==> src/rtl/sfc_pkg.sv <==
package sfc_pkg;

    typedef enum logic [2:0] {
        ST_IDLE,
        ST_CFG_SHIFT,
        ST_CFG_LATCH,
        ST_ROW_SHIFT,
        ST_ROW_LATCH,
        ST_SYNC_CHK,
        ST_RESTART
    } sfc_state_e;

endpackage

==> src/rtl/sfc_shreg.sv <==
module sfc_shreg #(
    parameter int                WORD_W    = 40,
    parameter int                TAG_W     = 16,
    parameter logic [TAG_W-1:0]  START_TAG = 16'hEEEE,
    parameter logic [TAG_W-1:0]  SYNC_TAG  = 16'hAAAA
) (
    input  logic              clk,
    input  logic              rst_n,
    input  logic              sdi,
    output logic [WORD_W-1:0] word,
    output logic              start_hit,
    output logic              sync_hit
);

    logic [WORD_W-1:0] word_d, word_q;

    // newest bit enters at the LSB, so the first bit of a word ends at the MSB
    always_comb begin
        word_d = {word_q[WORD_W-2:0], sdi};
    end

    always_ff @(posedge clk or negedge rst_n) begin
        if (!rst_n) word_q <= '0;
        else        word_q <= word_d;
    end

    assign word      = word_q;
    assign start_hit = (word_q[TAG_W-1:0] == START_TAG);
    assign sync_hit  = (word_q[TAG_W-1:0] == SYNC_TAG);

    // every edge moves the old contents up by one place
    p_shift_r4: assert property (@(posedge clk) disable iff (!rst_n)
        word_q[WORD_W-1:1] == $past(word_q[WORD_W-2:0]));

endmodule

==> src/rtl/sfc_bitcnt.sv <==
module sfc_bitcnt #(
    parameter int WORD_W = 40
) (
    input  logic clk,
    input  logic rst_n,
    input  logic en,
    input  logic seed,
    output logic tick
);

    localparam int CNT_W = $clog2(WORD_W);
    localparam logic [CNT_W-1:0] LAST = CNT_W'(WORD_W - 1);

    logic [CNT_W-1:0] cnt_d, cnt_q;

    always_comb begin
        if (seed)
            cnt_d = CNT_W'(1);
        else if (!en)
            cnt_d = '0;
        else if (cnt_q == LAST)
            cnt_d = '0;
        else
            cnt_d = cnt_q + CNT_W'(1);
    end

    always_ff @(posedge clk or negedge rst_n) begin
        if (!rst_n) cnt_q <= '0;
        else        cnt_q <= cnt_d;
    end

    assign tick = en && (cnt_q == LAST);

    p_cnt_range_r4: assert property (@(posedge clk) disable iff (!rst_n)
        cnt_q <= LAST);

    p_seed_one_r2: assert property (@(posedge clk) disable iff (!rst_n)
        seed |=> (cnt_q == CNT_W'(1)));

endmodule

==> src/rtl/sfc_rowcnt.sv <==
module sfc_rowcnt #(
    parameter int NROWS = 5
) (
    input  logic                           clk,
    input  logic                           rst_n,
    input  logic                           inc,
    input  logic                           clr,
    output logic [$clog2(NROWS+2)-1:0]     num,
    output logic                           last
);

    localparam int ROW_W = $clog2(NROWS + 2);

    logic [ROW_W-1:0] num_d, num_q;

    always_comb begin
        if (clr)
            num_d = '0;
        else if (inc)
            num_d = num_q + ROW_W'(1);
        else
            num_d = num_q;
    end

    always_ff @(posedge clk or negedge rst_n) begin
        if (!rst_n) num_q <= '0;
        else        num_q <= num_d;
    end

    assign num  = num_q;
    assign last = (num_q == ROW_W'(NROWS));

    p_row_bound_r7: assert property (@(posedge clk) disable iff (!rst_n)
        num_q <= ROW_W'(NROWS + 1));

    p_row_step_r7: assert property (@(posedge clk) disable iff (!rst_n)
        (inc && !clr) |=> (num_q == $past(num_q) + ROW_W'(1)));

endmodule

==> src/rtl/stim_frame_ctrl.sv <==
module stim_frame_ctrl
    import sfc_pkg::*;
#(
    parameter int               WORD_W    = 40,
    parameter int               PIX_W     = 8,
    parameter int               NROWS     = 5,
    parameter int               CFG_W     = 18,
    parameter int               TAG_W     = 16,
    parameter logic [TAG_W-1:0] START_TAG = 16'hEEEE,
    parameter logic [TAG_W-1:0] SYNC_TAG  = 16'hAAAA
) (
    input  logic                         clk,
    input  logic                         rst_n,
    input  logic                         sdi,
    output logic                         dreg_run,
    output logic                         cfg_stb,
    output logic                         tmr_run,
    output logic                         row_latch,
    output logic                         scan_run,
    output logic                         row_clk,
    output logic [$clog2(NROWS+2)-1:0]   row_num,
    output logic [CFG_W-1:0]             cfg_word,
    output logic [WORD_W-1:0]            probe_lvl
);

    localparam int ROW_W  = $clog2(NROWS + 2);
    localparam int NPROBE = WORD_W / PIX_W;

    typedef struct packed {
        sfc_state_e        st;
        logic [CFG_W-1:0]  cfg;
        logic [WORD_W-1:0] row;
    } regs_t;

    regs_t             d, q;
    logic [WORD_W-1:0] word;
    logic              start_hit, sync_hit;
    logic              tick;
    logic              row_inc, row_clr, row_last;
    logic              cnt_en, cnt_seed;
    logic [ROW_W-1:0]  row_cnt;

    sfc_shreg #(
        .WORD_W    (WORD_W),
        .TAG_W     (TAG_W),
        .START_TAG (START_TAG),
        .SYNC_TAG  (SYNC_TAG)
    ) u_shreg (
        .clk       (clk),
        .rst_n     (rst_n),
        .sdi       (sdi),
        .word      (word),
        .start_hit (start_hit),
        .sync_hit  (sync_hit)
    );

    sfc_bitcnt #(
        .WORD_W (WORD_W)
    ) u_bitcnt (
        .clk   (clk),
        .rst_n (rst_n),
        .en    (cnt_en),
        .seed  (cnt_seed),
        .tick  (tick)
    );

    sfc_rowcnt #(
        .NROWS (NROWS)
    ) u_rowcnt (
        .clk   (clk),
        .rst_n (rst_n),
        .inc   (row_inc),
        .clr   (row_clr),
        .num   (row_cnt),
        .last  (row_last)
    );

    assign cnt_en   = (q.st != ST_IDLE);
    assign cnt_seed = (q.st == ST_IDLE) && start_hit;
    assign row_inc  = (q.st == ST_ROW_SHIFT) && tick;
    assign row_clr  = (q.st == ST_IDLE) || (q.st == ST_RESTART);

    always_comb begin
        d = q;
        case (q.st)
            ST_IDLE: begin
                if (start_hit) d.st = ST_CFG_SHIFT;
            end
            ST_CFG_SHIFT: begin
                if (tick) d.st = ST_CFG_LATCH;
            end
            ST_CFG_LATCH: begin
                d.cfg = word[CFG_W-1:0];
                d.st  = ST_ROW_SHIFT;
            end
            ST_ROW_SHIFT: begin
                if (tick) d.st = row_last ? ST_SYNC_CHK : ST_ROW_LATCH;
            end
            ST_ROW_LATCH: begin
                d.row = word;
                d.st  = ST_ROW_SHIFT;
            end
            ST_SYNC_CHK: begin
                d.st = sync_hit ? ST_RESTART : ST_IDLE;
            end
            ST_RESTART: begin
                d.st = ST_ROW_SHIFT;
            end
            default: begin
                d.st = ST_IDLE;
            end
        endcase
    end

    always_ff @(posedge clk or negedge rst_n) begin
        if (!rst_n) q <= '{st: ST_IDLE, cfg: '0, row: '0};
        else        q <= d;
    end

    assign dreg_run  = (q.st != ST_IDLE) && (q.st != ST_CFG_SHIFT);
    assign cfg_stb   = (q.st == ST_CFG_LATCH);
    assign tmr_run   = (q.st == ST_ROW_SHIFT);
    assign row_latch = (q.st == ST_ROW_LATCH);
    assign row_clk   = (q.st == ST_ROW_LATCH);
    assign scan_run  = (q.st == ST_ROW_SHIFT) || (q.st == ST_ROW_LATCH) ||
                       (q.st == ST_SYNC_CHK)  || (q.st == ST_RESTART);
    assign row_num   = row_cnt;
    assign cfg_word  = q.cfg;

    // first byte on the wire (word MSBs) lands in the lowest probe slot
    for (genvar k = 0; k < NPROBE; k++) begin : g_probe
        assign probe_lvl[k*PIX_W +: PIX_W] = q.row[WORD_W-1-k*PIX_W -: PIX_W];
    end

    p_cfg_hold_r2: assert property (@(posedge clk) disable iff (!rst_n)
        !$past(cfg_stb) |-> $stable(cfg_word));

    p_probe_hold_r4: assert property (@(posedge clk) disable iff (!rst_n)
        !$past(row_latch) |-> $stable(probe_lvl));

    p_latch_on_tick_r4: assert property (@(posedge clk) disable iff (!rst_n)
        row_latch |-> $past(tick));

    p_rownum_r7: assert property (@(posedge clk) disable iff (!rst_n)
        row_latch |-> (row_num >= ROW_W'(1) && row_num <= ROW_W'(NROWS)));

    p_sync_fail_r9: assert property (@(posedge clk) disable iff (!rst_n)
        (q.st == ST_SYNC_CHK && !sync_hit) |=> (!dreg_run && !scan_run));

    p_sync_ok_r8: assert property (@(posedge clk) disable iff (!rst_n)
        (q.st == ST_SYNC_CHK && sync_hit) |=> ##1 tmr_run);

    p_excl_r11: assert property (@(posedge clk) disable iff (!rst_n)
        $onehot0({cfg_stb, row_latch, tmr_run}));

endmodule

==> config.mk <==
export PLATFORM = sky130hd
export DESIGN_NAME = stim_frame_ctrl
export DESIGN_NICKNAME = d
export VERILOG_FILES = /design/src/rtl/sfc_pkg.sv /design/src/rtl/sfc_shreg.sv /design/src/rtl/sfc_bitcnt.sv /design/src/rtl/sfc_rowcnt.sv /design/src/rtl/stim_frame_ctrl.sv
export SDC_FILE = /design/constraint.sdc
export NUM_CORES = 1
export LEC_CHECK = 0
export ABC_CLOCK_PERIOD_IN_PS = 1400
export BUFFER_PORTS_ARGS = -buffer_cell sky130_fd_sc_hd__buf_2
export CAP_MARGIN = 20
export CORE_MARGIN = 8
export CORE_UTILIZATION = 30
export DETAILED_ROUTE_END_ITERATION = 16
export GPL_ROUTABILITY_DRIVEN = 1
export GPL_TIMING_DRIVEN = 0
export HOLD_SLACK_MARGIN = 0.12
export PLACE_DENSITY = 0.53
export SLEW_MARGIN = 25
export SYNTH_ARGS = -nofsm -noshare
export SYNTH_HDL_FRONTEND = slang
export SYNTH_SLANG_ARGS = --single-unit
==> constraint.sdc <==
create_clock -name clk -period 1.4 [get_ports clk]
set_input_delay 0.07 -clock clk [delete_from_list [all_inputs] [get_ports clk]]
set_output_delay 0.07 -clock clk [all_outputs]
set_load 0.01 [all_outputs]
# After elaboration in Yosys (flattened, before gate mapping)
# Index checks and enable logic that the tools add are counted.
[totals]
register_bits = 110
latchBits = 0
ram_bits = 0
rom_bits = 0
output_inout_bits = 67
wordCells = 46
mem_count = 0
[op_classes]
n_addsub = 2
mul = 0
div = 0
n_lt_le_gt_ge = 0
eq_ne = 14
n_shift = 0
muxes = 11
bitwise = 0
reduce_logical = 13
[ops]
columns = ["operator", "count"]
rows = [
  ["$eq 16x16->1 const B", 2],
  ["$mux 3", 6],
  ["$mux 6", 3],
  ["$pmux 3 s5", 1],
  ["$eq 3x3->1 const B", 4],
  ["$add 6x1->6 const B", 1],
  ["$eq 3x2->1 const B", 2],
  ["$eq 6x6->1 const B", 1],
  ["$logic_and 1x1->1", 4],
  ["$logic_or 1x1->1", 4],
  ["$ne 2x2->1 const B", 2],
  ["$add 3x1->3 const B", 1],
  ["$eq 3x1->1 const B", 1],
  ["$logic_not 3->1", 1],
  ["$ne 3x1->1 const B", 1],
  ["$reduce_and 3->1", 1],
  ["$reduce_bool 3->1", 1],
  ["$reduce_or 3->1", 1],
  ["$ne 2x1->1 const B", 1],
  ["$reduce_bool 2->1", 1],
  ["$mux 1", 1],
]

# Longest topological paths before layout
[logic_depth]
word_depth = 5
depth_mapped = 6
ltp_nobuf = 5

# By module
# A second synthesis with hierarchy kept.
[unflattened]
cells_unflattened = 301
hier_area_um2 = 4584.4
[modules_own_cells]
columns = ["module", "instances", "cells_each", "area_per_inst_um2", "seq_area_each_um2"]
rows = [
  ["stim_frame_ctrl", 1, 212, 3065.4, 1526.5],
  ["sfc_shreg", 1, 47, 1062.3, 1001.0],
  ["sfc_bitcnt", 1, 28, 300.3, 150.1],
  ["sfc_rowcnt", 1, 14, 156.4, 75.1],
]

# Worst setup path before layout
# Ideal clock, no wire load.
[synth_timing]
path_kind = "flip-flop to flip-flop"
start = "register u_bitcnt.cnt_q[0]"
end = "register u_rowcnt.num_q[2] (netlist: u_rowcnt.num[2])"
setup_ns = 0.127
t_arrival_ns = 1.300
required_ns = 1.273
slack_ns = -0.028
path_stages_with_launch = 7
n_path_buf = 1
period_less_slack_ns = 1.428
path_cell_list = "dfrtp_1 ha_1 and4bb_1 and2_1 buf_6 a2bb2oi_1 o22ai_1"
[synth_between]
elab_chain_len = 4
[synth_lines]
columns = ["element", "line_no", "source"]
rows = [
  ["from (decl)", "sfc_bitcnt.sv:14", "logic [CNT_W-1:0] cnt_d, cnt_q;"],
  ["from (signal assigned)", "sfc_bitcnt.sv:29", "else cnt_q <= cnt_d;"],
  ["$eq 6x6->1", "sfc_bitcnt.sv:32", "assign tick = en && (cnt_q == LAST);"],
  ["$logic_and 1x1->1", "sfc_bitcnt.sv:32", ""],
  ["$logic_and 1x1->1", "stim_frame_ctrl.sv:80", "assign row_inc = (q.st == ST_ROW_SHIFT) && tick;"],
  ["$reduce_bool 2->1 (no line)", "n/a", ""],
  ["to (signal assigned)", "sfc_rowcnt.sv:27", "else num_q <= num_d;"],
  ["to (decl)", "sfc_rowcnt.sv:14", "logic [ROW_W-1:0] num_d, num_q;"],
]
# No other way between the ends.
# A chain may end at the register's enable or synchronous reset.

# Worst setup path in the final report
[layout_timing]
start = "register q[59] (netlist name)"
end = "output port dreg_run"
[layout_between]
elab_chain_len = 2
elab_cells_between_ends = 3
cone_classes = "eq/ne (1); reduce/logical (2)"
[layout_lines]
columns = ["element", "line_no", "source"]
rows = [
  ["from (decl)", "stim_frame_ctrl.sv:35", "regs_t d, q;"],
  ["from (signal assigned)", "stim_frame_ctrl.sv:116", "if (!rst_n) q <= '{st: ST_IDLE, cfg: '0, row: '0};"],
  ["$ne 3x1->1 or $reduce_bool 3->1 (tied branches)", "stim_frame_ctrl.sv:120", "assign dreg_run = (q.st != ST_IDLE) && (q.st != ST_CFG_SHIFT);"],
  ["$logic_and 1x1->1 (*)", "stim_frame_ctrl.sv:120", ""],
  ["to (decl)", "stim_frame_ctrl.sv:15", "output logic dreg_run,"],
]
# Every way passes the cells marked *; elsewhere a longest branch is shown, timed or not.

==> results.py <==
metrics = {
    "status": {
        "status": "complete, but fails checks",
        "violations": "negative setup slack",
    },
    "die": {
        "core_um2": 14480,
        "die_area_um2": 18940,
        "start_util": 0.3064,
        "rows": 44,
        "die-width_um": 137.6,
        "io-pin-count": 70,
        "die_h_um": 137.6,
    },
    "clock_network": {
        "cts_sinks": 110,
        "clockBufferDepth": 2,
        "cts.clk_slew.worst_paths_ns": 0.08,
        "cts_buffers": 9,
        "cts_tree": "yes",
        "root_buffer": "clkbuf_16",
        "clk_latency_ns": 0.34,
        "htreeDepth": 3,
    },
    "timing": {
        "timing.fmax_ghz": 0.6796,
        "slew_violations": 0,
        "finalCriticalPeriod_ns": 1.471,
        "setup_viol": 46,
        "setup_ws_ns": -0.07146,
        "timing.hold.ws_ns": 0.2581,
        "worst_pin_slew_ns": 0.5246,
        "rsz0062_at_grt": "true",
        "slew_headroom": 0.6503,
        "fin_worst_skew_ns": 0.008399,
        "fin_crit_sh": 1.051,
        "hold_violations": 0,
    },
    "routing": {
        "wl_um": 8626,
        "vias_per_cell": 4.165,
        "drt_first_iter_violations": 71,
        "wl_per_cell_um": 14.52,
        "antenna_left": 0,
        "dr.pass1.iters": 4,
        "dr_total_vias": 2474,
        "drc": 0,
    },
    "critical_path": {
        "rr_worst_depth": 7,
        "worstSetupEndpointType": "output port",
        "worstPathRequired_ns": 1.33,
        "worstPathArrival_ns": 1.40,
        "worstSetupPathType": "flop to output port",
        "start_kind": "flop",
        "cp_max_fo": 6,
    },
    "global_route": {
        "grt_pass1_wl_um": 14350,
        "antenna_found_initial": 0,
        "overflow": 0,
        "grt_start_max_net_pins": 57,
        "grt_pass1_vias": 2703,
        "grt_usage": 0.09720,
    },
    "power": {
        "pwr_density_cell_nw_per_um2": 1020,
        "vdd_ir_drop_max_v": 0.0006009,
        "p_leak_nw": 3.062,
    },
    "layout": {
        "area_delta_synth_final_pct": 31.39,
        "drive_gt1_frac": 0.5780,
        "fin_cells": 594,
        "fillers": 1362,
        "antenna_cells": 0,
        "final_nets": 411,
    },
    "placed_design": {
        "dp_hpwl_um": 5697,
        "gp_routability_congestion": 0.7643,
        "port_buffers": 69,
        "dp_cells": 556,
    },
    "worst_hold_path": {
        "hold_class": "input port to asynchronous set/reset pin",
    },
    "logic_synthesis": {
        "synth_fp_nets": 308,
        "ys_seq_elements": 110,
        "synth_area_um2": 4437,
        "yosys-top-cells-count": "dfrtp_1 (110), buf_4 (59), mux2_1 (49)",
        "netlist.area_leader.share": 0.6204,
        "synth_warnings": 0,
        "synth_top_cell_by_area": "dfrtp_1",
        "seq_area_frac_synth": 0.6204,
        "synth_flop_cell": "dfrtp_1",
        "avgSynthCellArea_um2": 14.69,
        "netlist-cell-type-count": 40,
        "synth_area_leaders": "dfrtp_1 (62%), mux2_1 (12%), buf_4 (10%)",
        "synth.most_common_cell": "dfrtp_1",
        "synth-async-reset-ratio": 1.000,
        "postSynthCellCount": 302,
        "synth_edf_count": 0,
    },
    "job": {
        "drv_cap": 0,
    },
}
[report_power, final]
group	internal, mW	leakage, nW	switching (mW)	total, mW
Sequential	3.23	1.44	0.0469	3.28
Combinational	0.0222	1.47	0.0647	0.0869
Clock	1.45	0.149	1.13	2.58
[critical path, stage by stage, from the launching register on]
cell and delay, ns:
dfrtp_2 0.41, buf_4 0.17, or2_2 0.33, buf_2 0.15
[state kept, by name, indices dropped and copies added (netlist names)]
signal          cells
cfg_word           18
q                   3
u_rowcnt.num        3
u_shreg.word       40
probe_lvl          40
u_bitcnt.cnt_q      6
[path summary, 6_finish.rpt]
path	slack [ns]	end	startpoint
setup / recovery	-0.07	dreg_run	q[59]$_DFFE_PN0P_
hold / removal	0.26	u_rowcnt.num[1]$_DFFE_PN0P_	rst_n
hold reg to reg	0.38	u_shreg.word[23]$_DFF_PN0_	u_shreg.word[22]$_DFF_PN0_
setup reg to reg	-0.07	cfg_word[12]$_DFFE_PN0P_	q[60]$_DFFE_PN0P_
max in group asynchronous	0.48	u_shreg.word[22]$_DFF_PN0_	rst_n
min in group clk	0.37	u_shreg.word[0]$_DFF_PN0_	sdi
[final cells by class]
cell class | count | area (um2) | share of cell area
sequential | 110 | 2754 | 0.4724
tap | 184 | 230.2 | 0.03949
timing repair buffer | 94 | 641.9 | 0.1101
inverter | 3 | 13.76 | 0.002361
buffer | 66 | 559.3 | 0.09594
multi-input combinational | 121 | 1323 | 0.2269
clock inverter | 6 | 68.82 | 0.01181
clock buffer | 10 | 239.0 | 0.04100
[layout by cell type, fill, tap and decap left out, drive strengths merged, types with 3 or more instances in the layout]
cell	instances
nor2	11
xnor2	3
clkinv	3
clkbuf	11
ha	3
buf	157
inv	4
mux2	58
dfrtp	110
nand2	5
nor3	4
a21oi	4
nand3	4
nor2b	3
[cell families after synthesis]
logic type                 after synthesis  synth area share
AOI/OAI and AO/OA                       14           0.02284
xor gates and xnor gates                 5          0.009872
adders and majority gates                3          0.008461
buffers and inverters                   71            0.1244
DFF                                    110            0.6204
muxes                                   59            0.1571
and+or+nand+nor                         40           0.05697
[layer usage]
layer | up-vias | wire length [um] | part of all wire | track usage
met1 | 1234 | 4001 | 0.46 | 0.1243
li1 | 1176 | - | - | -
met4 | 0 | 97 | 0.011 | 0.02897
met3 | 7 | 546 | 0.063 | 0.03683
met2 | 57 | 3981 | 0.46 | 0.1494
met5 | - | 0 | 0 | 0
[per-stage QoR]
step	util	setup TNS, ns	power [mW]	cell area, um2	worst slack, ns
after floorplan	-	0	3.331	4447	0.002045
after global placement	0.3469	-117.65	3.416	5022	-1.024
after detailed placement	0.3492	-6.573	3.429	5056	-0.1588
after CTS	0.3960	-3.848	6.057	5733	-0.1173
after global routing	0.4026	-5.611	6.223	5829	-0.1372
final	0.4026	-1.709	5.943	5829	-0.07146
[timing repair]
item / in CTS / in global routing
pin swaps: 6 / 4
gates cloned: 1 / 1
setup buffers: 16 / 7
hold endpoints to repair: 56 / 0
hold buffers: 2 / 0
endpoints found under the setup margin: 71 / 73
gates resized for setup: 54 / 19
Note: power is estimated with default switching activity, not from simulation.
